## config.mk

```make
export PLATFORM = sky130hd
export DESIGN_NAME = lfsr_sub_layer
export DESIGN_NICKNAME = d
export VERILOG_FILES = /design/src/rtl/lfsr_sub_pkg.sv /design/src/rtl/lfsr_sub_lane.sv /design/src/rtl/lfsr_sub_chain.sv /design/src/rtl/lfsr_sub_layer.sv
export SDC_FILE = /design/constraint.sdc
export NUM_CORES = 1
export LEC_CHECK = 0
export BUFFER_PORTS_ARGS = -buffer_cell sky130_fd_sc_hd__buf_2
export CAP_MARGIN = 0
export CORE_ASPECT_RATIO = 0.5
export CORE_MARGIN = 2
export CORE_UTILIZATION = 53
export CTS_CLUSTER_SIZE = 12
export DETAILED_ROUTE_END_ITERATION = 6
export GPL_TIMING_DRIVEN = 0
export PLACE_DENSITY_LB_ADDON = 0.05
export SETUP_SLACK_MARGIN = 0.02
export SLEW_MARGIN = 20
export SYNTH_ARGS = -nofsm -noshare
export SYNTH_HDL_FRONTEND = slang
export SYNTH_HIERARCHICAL = 1
export SYNTH_SLANG_ARGS = --single-unit
export TNS_END_PERCENT = 100
```

## constraint.sdc

```tcl
create_clock -name clk -period 20.6 [get_ports clk]
set_input_delay 3.09 -clock clk [delete_from_list [all_inputs] [get_ports clk]]
set_output_delay 3.09 -clock clk [all_outputs]
set_load 0.01 [all_outputs]
```

## src/rtl/lfsr_sub_pkg.sv

```systemverilog
package lfsr_sub_pkg;

  localparam int unsigned LANE_BITS = 8;

  // Feedback selection for the right-shifting Fibonacci register (bits 0,2,3,4)
  localparam logic [LANE_BITS-1:0] FIB_TAP_MASK = 8'h1D;
  // Toggle mask for the right-shifting Galois register
  localparam logic [LANE_BITS-1:0] GAL_TAP_MASK = 8'hB8;

  typedef enum logic {LFSR_FIB = 1'b0, LFSR_GAL = 1'b1} lfsr_form_e;

endpackage

```

## src/rtl/lfsr_sub_lane.sv

```systemverilog
module lfsr_sub_lane #(
  parameter int unsigned              W        = 8,
  parameter int unsigned              STEPS    = 8,
  parameter bit                       GALOIS   = 1'b0,
  parameter logic [W-1:0]             FIB_MASK = 8'h1D,
  parameter logic [W-1:0]             GAL_MASK = 8'hB8
) (
  input  logic [W-1:0] lane_in,
  input  logic [W-1:0] carry_in,
  output logic [W-1:0] lane_out
);

  logic [W-1:0] stage [0:STEPS];

  assign stage[0] = lane_in ^ carry_in;

  for (genvar k = 0; k < STEPS; k++) begin : g_step
    if (GALOIS) begin : g_gal
      assign stage[k+1] = (stage[k] >> 1) ^ (stage[k][0] ? GAL_MASK : '0);
    end else begin : g_fib
      assign stage[k+1] = {^(stage[k] & FIB_MASK), stage[k][W-1:1]};
    end
  end

  assign lane_out = stage[STEPS];

endmodule

```

## src/rtl/lfsr_sub_chain.sv

```systemverilog
module lfsr_sub_chain
  import lfsr_sub_pkg::*;
#(
  parameter int unsigned LANES  = 16,
  parameter int unsigned STEPS  = 8,
  parameter bit          GALOIS = 1'b0,
  localparam int unsigned W      = LANE_BITS,
  localparam int unsigned DATA_W = LANES * W
) (
  input  logic [DATA_W-1:0] chain_in,
  output logic [DATA_W-1:0] chain_out
);

  // carry[i] feeds lane i; carry[0] is the zero start of the chain
  logic [W-1:0] carry [0:LANES];

  assign carry[0] = '0;

  for (genvar i = 0; i < LANES; i++) begin : g_lane
    lfsr_sub_lane #(
      .W       (W),
      .STEPS   (STEPS),
      .GALOIS  (GALOIS),
      .FIB_MASK(FIB_TAP_MASK),
      .GAL_MASK(GAL_TAP_MASK)
    ) u_lane (
      .lane_in (chain_in[i*W +: W]),
      .carry_in(carry[i]),
      .lane_out(carry[i+1])
    );
    assign chain_out[i*W +: W] = carry[i+1];
  end

endmodule

```

## src/rtl/lfsr_sub_layer.sv

```systemverilog
module lfsr_sub_layer
  import lfsr_sub_pkg::*;
#(
  parameter int unsigned LANES  = 16,
  parameter int unsigned STEPS  = 8,
  parameter bit          GALOIS = 1'b0,
  localparam int unsigned DATA_W = LANES * LANE_BITS
) (
  input  logic              clk,
  input  logic              rst,
  input  logic              in_valid,
  input  logic [DATA_W-1:0] in_data,
  output logic              out_valid,
  output logic [DATA_W-1:0] out_data
);

  logic [DATA_W-1:0] sub_word;

  lfsr_sub_chain #(
    .LANES (LANES),
    .STEPS (STEPS),
    .GALOIS(GALOIS)
  ) u_chain (
    .chain_in (in_data),
    .chain_out(sub_word)
  );

  always_ff @(posedge clk) begin
    if (rst) begin
      out_valid <= 1'b0;
      out_data  <= '0;
    end else begin
      out_valid <= in_valid;
      if (in_valid) out_data <= sub_word;
    end
  end

endmodule

```

Word level (Yosys, flattened, before mapping)
Cells that the tools add are included.
{"block": "totals", "output_inout_bits": 129, "wordCells": 145, "inputBits": 131, "reg_bits": 129}
{"block": "op_classes", "bitwise_logic": 15, "n_reduce_logical": 128}
{"cell": "8-bit XOR reduction", "count": 128}
{"cell": "8-bit XOR", "count": 15}

Depth between registers and ports, before layout
Gate-level depths: netlist of run 1.
{"block": "logic_depth", "depth_word": 47, "depth_mapped": 50, "depth_no_buf": 50}

By module
Netlist of run 1, hierarchy kept.
{"module": "lfsr_sub_layer", "instances": 1, "area_per_inst_um2": 4667.0, "seq_area_each_um2": 2582.5, "cells_each": 415}
{"module": "lfsr_sub_lane", "instances": 16, "area_per_inst_um2": 240.2, "seq_area_each_um2": 0.0, "cells_each": 24}
{"module": "lfsr_sub_chain", "instances": 1, "area_per_inst_um2": 3.8, "seq_area_each_um2": 0.0, "cells_each": 1}

Least setup slack after synthesis of run 1
OpenSTA, ideal clock, no wires.
{"block": "synth_timing", "path_type": "input to register", "start": "in in_data[0]", "end": "reg out_data[120]", "path_slack_ns": 2.203, "required_time_ns": 20.483, "path_stages": 50, "setup_ns": 0.117, "t_arrival_ns": 18.279, "n_path_buf": 0, "cell_sequence": "xnor2_2 xnor3_2 xnor2_1 xnor2_2 xnor3_2 xnor2_1 xnor2_2 xnor3_2 xnor2_1 xnor2_2 xnor3_2 xnor2_1 xnor2_2 xnor3_2 xnor2_1 xnor2_2 xnor3_2 xnor2_1 (+14 left out) xnor2_1 xnor2_2 xnor3_2 xnor2_1 xnor2_2 xnor3_2 xnor2_1 xnor2_2 xnor3_2 xnor2_1 xnor2_2 xnor3_2 xnor2_1 xnor2_2 xnor3_2 xnor2_1 mux2i_1 nor2_1"}
{"block": "synth_via", "elab_chain_len": 46, "word_cells_on_any_way": 128, "classes_between": "15 x bitwise; 113 x reduce/logical"}
{"element": "from (decl)", "line": "lfsr_sub_layer.sv:12", "source": "input logic [DATA_W-1:0] in_data,"}
{"element": "8-bit XOR reduction (*)", "line": "lfsr_sub_lane.sv:21", "source": "assign stage[k+1] = {^(stage[k] & FIB_MASK), stage[k][W-1:1]};"}
{"element": "via sub_word[0]", "line": "lfsr_sub_layer.sv:17", "source": "logic [DATA_W-1:0] sub_word;"}
{"element": "8-bit XOR reduction", "line": "lfsr_sub_lane.sv:21"}
{"element": "8-bit XOR (*)", "line": "lfsr_sub_lane.sv:15", "source": "assign stage[0] = lane_in ^ carry_in;"}
{"element": "8-bit XOR reduction (*)", "line": "lfsr_sub_lane.sv:21"}
{"element": "via sub_word[8]", "line": "lfsr_sub_layer.sv:17"}
{"element": "8-bit XOR reduction", "line": "lfsr_sub_lane.sv:21"}
{"element": "8-bit XOR (*)", "line": "lfsr_sub_lane.sv:15"}
{"element": "(+1 left out)"}
{"element": "via sub_word[16]", "line": "lfsr_sub_layer.sv:17"}
{"element": "(+3 left out)"}
{"element": "via sub_word[24]", "line": "lfsr_sub_layer.sv:17"}
{"element": "(+3 left out)"}
{"element": "via sub_word[32]", "line": "lfsr_sub_layer.sv:17"}
{"element": "(+3 left out)"}
{"element": "via sub_word[40]", "line": "lfsr_sub_layer.sv:17"}
{"element": "(+3 left out)"}
{"element": "via sub_word[48]", "line": "lfsr_sub_layer.sv:17"}
{"element": "(+3 left out)"}
{"element": "via sub_word[56]", "line": "lfsr_sub_layer.sv:17"}
{"element": "(+3 left out)"}
{"element": "via sub_word[64]", "line": "lfsr_sub_layer.sv:17"}
{"element": "(+3 left out)"}
{"element": "via sub_word[72]", "line": "lfsr_sub_layer.sv:17"}
{"element": "(+3 left out)"}
{"element": "via sub_word[80]", "line": "lfsr_sub_layer.sv:17"}
{"element": "(+3 left out)"}
{"element": "via sub_word[88]", "line": "lfsr_sub_layer.sv:17"}
{"element": "(+3 left out)"}
{"element": "via sub_word[96]", "line": "lfsr_sub_layer.sv:17"}
{"element": "(+3 left out)"}
{"element": "via sub_word[104]", "line": "lfsr_sub_layer.sv:17"}
{"element": "8-bit XOR reduction", "line": "lfsr_sub_lane.sv:21"}
{"element": "8-bit XOR (*)", "line": "lfsr_sub_lane.sv:15"}
{"element": "8-bit XOR reduction (*)", "line": "lfsr_sub_lane.sv:21"}
{"element": "via sub_word[112]", "line": "lfsr_sub_layer.sv:17"}
{"element": "8-bit XOR reduction", "line": "lfsr_sub_lane.sv:21"}
{"element": "8-bit XOR (*)", "line": "lfsr_sub_lane.sv:15"}
{"element": "8-bit XOR reduction (*)", "line": "lfsr_sub_lane.sv:21"}
{"element": "via sub_word[120]", "line": "lfsr_sub_layer.sv:17"}
{"element": "to (signal assigned)", "line": "lfsr_sub_layer.sv:34", "source": "if (in_valid) out_data <= sub_word;"}
{"element": "to (decl)", "line": "lfsr_sub_layer.sv:14", "source": "output logic [DATA_W-1:0] out_data"}
Mark *: on every way through the listed nets, which the timed path passes. The rest lies on a longest branch.
A chain may end at the register's enable or synchronous reset.

Worst setup path in the final report of run 1
Ends and elaborated chain as after synthesis.

==> out/qor.yml, run 1 <==
seq_area_frac_synth_pct: 30.3
hp-start: "out_data[6]"
worstReg2RegStart: "out_data[27]"
drtIter0Drc: 179
critPathCaptureType: "flop"
antenna_left: 0
die_w_um: 183
grt_usage_pct: 23.0
die_h_um: 93.6
die_area_um2: 17200
fin_hold_ws_ns: 0.486
place_inst: 1268
multi_input_area_um2: 5640
fin_cells: 1301
synth_cell_types: 15
synth_fa_ha_area_share_pct: 0
grt_pass1_vias: 6306
nets: 1214
cp_max_fo: 3
cts_tree: "done"
path_class: "primary input to flop"
core_area_um2: 15600
drv_slew: 0
grt-ovfl-total: 0
drive_gt1_share_pct: 32.2
cts_root_buf: "clkbuf_16"
io_buffers: 257
synth.avg_cell_area_um2: 10.6
fin_crit_ns: 19.79
synth_simple_gate_area_share_pct: 5.72
drt_first_pass_iters: 4
antenna_found_initial: 2
skew_ns: 0
vias_per_cell: 4.67
status: "finished clean"
critPathRequiredTime_ns: 20.89
gp_congestion: 0.825
seq_area_um2: 2580
utilization_pct: 68.5
numCtsBuffers: 17
post_cts_resized: 0
worst_setup_path_start_kind: "primary input"
finalCritPeriodShare_pct: 96.0
clock-sinks: 129
drv_cap: 0
initial_core_util_pct: 54.7
grt_start_max_net_pins: 17
routedWlPerCell_um: 15.1
synthCells: 800
synth_top_family_by_area: "XOR/XNOR gates"
muxShareOfSynthArea_pct: 15.0
maxClockFrequency_mhz: 50.5
min_path_type: "flop to flop"
wl_um: 19700
slowest_delay_ns: 0.52
cts_buffer_depth: 2
dp_hpwl_um: 15900
synthXorXnorAreaFrac_pct: 45.1
ys_ff_latch: 129
crit_slowest_cell: "xnor3_2"
rsz0062_at_grt: "false"
netlist_area_um2: 8510
drc: 0
cp-startpoint: "in_data[0]"
yosys_warnings: 6
hold_viol: 0
cts.hold.buffers_added: 0
setup_viol: 0
rows: 32
vias: 6073
cp.arrival_ns: 20.08
grt_pass1_wl_um: 30800
h-tree-depth: 4
fillers: 1330
pin_count: 260
synth-compound-area-share_pct: 0
fin_setup_tns_ns: 0
syn2layout_area_growth_pct: 25.4
clk_latency_ns: 0.40
cts.reportedPaths.clkPinSlew_ns: 0.06
post_cts_buffers: 0
cells in the final DEF (no fill, tap or decap):
cell type     n
clkbuf_8      2
xor2_1       64
nor2b_1       1
diode_2       1
mux2i_1     128
conb_1        8
buf_4         2
clkbuf_16    17
clkinv_2      2
xnor2_1     272
clkinvlp_4    4
buf_12       11
nor2_1      128
buf_6         1
xnor2_2      32
bufinv_16     2
buf_8         1
dfxtp_1     129
buf_2       259
clkbuf_1     13
clkinv_4      4
xnor3_2      16
worst paths after layout:
check        slack, ns            end  cells after the start
min reg2reg       0.49    out_data[6]                      2
max reg2reg      19.96   out_data[27]                      2
max               0.81  out_data[120]                     51
min               0.49    out_data[6]                      2
sequential cells by signal, summed over array words and instances, names as in the netlist:
| signal | flops |
|---|---|
| out_data | 128 |
| out_valid | 1 |
kinds of logic (layout without fill, tap and decap cells):
| family | after synthesis | after routing |
|---|---|---|
| xor gates and xnor gates | 384 | 384 |
| DFF | 129 | 129 |
| and+or+nand+nor | 129 | 129 |
| muxes | 128 | 128 |
| buffers and inverters | 29 | 318 |
| other | 1 | 9 |
per-stage QoR:
stage               setup WS [ns]  instance area, µm²
CTS                         0.824               10700
detailed placement          0.504               10100
global route                0.117               10700
global placement            0.638               10100
floorplan                    2.20                8540
finish                      0.815               10700
synthesized netlist by cell type (all sizes together):
master,instances,area share [%]
buf,17,3.2
mux2i,128,15
dfxtp,129,30
conb,1,0.044
clkbuf,12,0.53
xnor2,304,34
nor2,128,5.6
xor2,64,6.6
xnor3,16,4.5
nor2b,1,0.074
critical path, delay by kind of cell:
family	cells	cell delay, ns
multiplexers	1	0.16
buffers and inverters	1	0.11
AND/OR/NAND/NOR	1	0.05
XOR/XNOR	48	16.67
layer usage:
metal  share of wire [%]  vias up  GRT usage [%]
met3                 7.3        4           7.71
met5                   0        -              0
met1                  45     2796           28.5
met2                  48      159           39.7
li1                    -     3114              -
met4                0.27        0           4.00
final cells by class:
cell class | count | share of cell area (%)
tap | 204 | 2.39
buffer | 29 | 2.96
clock inverter | 12 | 1.27
clock buffer | 20 | 4.28
sequential | 129 | 24.2
timing repair buffer | 257 | 12.0
multi-input combinational | 649 | 52.8
antenna | 1 | 0.0234
Power of run 1 is not shown: default switching activity piles up to over one toggle a cycle in this logic, so the estimate is an artifact.
==> run 2, diff against run 1 <==
--- a/config.mk
+++ b/config.mk
@@ -8,7 +8,6 @@
 export BUFFER_PORTS_ARGS = -buffer_cell sky130_fd_sc_hd__buf_2
 export CAP_MARGIN = 0
 export CORE_ASPECT_RATIO = 0.5
-export CORE_MARGIN = 2
 export CORE_UTILIZATION = 53
 export CTS_CLUSTER_SIZE = 12
 export DETAILED_ROUTE_END_ITERATION = 6
==> run 2 against run 1 <==
Against the previous run: sequential share of layout area down 0.099 points; worst setup slack better by 0.044 ns; count of clock-buffer cells in the layout shrank 1; critical path depth did not move; register-to-register slack lost 0.03 ns; via count is 1.4% higher; design area up 0.41%; critical path type unchanged; critical endpoint unchanged.
==> out/qor.yml, run 2 (synthesis results as in run 1) <==
top_regs: "out_data (128), out_valid (1)"
fin_cells: 1300
nets: 1214
worst_setup_path_start_kind: "primary input"
cts_root_buf: "clkbuf_16"
final_common_cell: "xnor2_1"
core_area_um2: 15500
clk_latency_ns: 0.41
drt_first_pass_iters: 4
gp_congestion: 0.859
cp_max_fo: 3
hold_viol: 0
cts_buffer_depth: 2
fin_setup_tns_ns: 0
drive_gt1_share_pct: 32.3
fin_hold_ws_ns: 0.484
grt_usage_pct: 23.8
crit_slowest_cell: "xnor3_2"
critPathCaptureType: "flop"
rows: 32
critPathRequiredTime_ns: 20.90
grt-ovfl-total: 0
status: "finished clean"
dp_hpwl_um: 15800
drv_cap: 0
min_path_type: "flop to flop"
skew_ns: 0
die_h_um: 91.6
drv_slew: 0
post_cts_resized: 0
io_buffers: 257
num_antenna_cells: 0
pre_cts_slack_ns: 0.487
setup_viol: 0
path_class: "primary input to flop"
post_cts_buffers: 0
vias: 6157
grt_pass1_wl_um: 30700
top_register: "out_data"
layout_common_cells: "xnor2_1, buf_2, dfxtp_1"
syn2layout_area_growth_pct: 25.9
clock-sinks: 129
cts.reportedPaths.clkPinSlew_ns: 0.06
slowest_delay_ns: 0.51
wl_um: 19600
slew_headroom_pct: 66.4
maxClockFrequency_mhz: 50.7
fin_crit_ns: 19.74
place_inst: 1268
initial_core_util_pct: 54.8
pin_count: 260
rsz0062_at_grt: "false"
cts.hold.buffers_added: 0
numCtsBuffers: 17
fillers: 1305
regToRegSetupSlack_ns: 19.93
antenna_found_initial: 0
vias_per_cell: 4.74
cp.arrival_ns: 20.04
antenna_left: 0
worst_slack_ns: 0.858
cts_tree: "done"
h-tree-depth: 4
finalCritPeriodShare_pct: 95.8
routedWlPerCell_um: 15.1
drtIter0Drc: 177
worst_pin_slew_ns: 0.504
die_area_um2: 16600
die_w_um: 181
grt_start_max_net_pins: 17
largest_reg_flops: 128
grt_pass1_vias: 6266
drc: 0
run 2: changes by cell type in the layout (fill, tap and decap cells not counted), sizes merged:
| cell | previous run | this run |
|---|---|---|
| bufinv | 2 | 4 |
| clkbuf | 32 | 31 |
| clkinv | 6 | 7 |
| clkinvlp | 4 | 2 |
| diode | 1 | 0 |
run 2: cell type report:
class	count	area (µm²)	share of cell area, %
clock buffers	19	453	4.23
repair buffers	257	1290	12.0
well taps	204	255	2.38
multi-input cells	649	5640	52.6
flip-flops and latches	129	2580	24.1
clock inverters	13	185	1.73
plain buffers	29	317	2.95
run 2: worst paths after layout:
path,from,end,depth (start not counted)
min,out_data[93],out_data[93],2
max,in_data[0],out_data[120],51
min reg2reg,out_data[93],out_data[93],2
max reg2reg,out_data[84],out_data[84],2
run 2: per-layer routing:
layer  track usage [%]  vias up  wire length, µm
li1                  -     3116                -
met1              28.6     2871             8710
met2              41.1      162             9400
met3              8.14        8             1390
met4              5.44        0              108
met5                 0        -                0
run 2: stage by stage:
stage	instance area [µm²]	utilization [%]
CTS	10700	69.0
detailed placement	10100	64.9
global route	10700	69.0
finish	10700	69.0
global placement	10100	64.9
floorplan	8540	-
run 2: worst max-delay path, delay by kind of cell:
kind                      cells  cell delay [ns]
xor gates and xnor gates     48            16.60
muxes                         1             0.15
buffers and inverters         1             0.11
and+or+nand+nor               1             0.06
Power of run 2 is left out for the same reason.
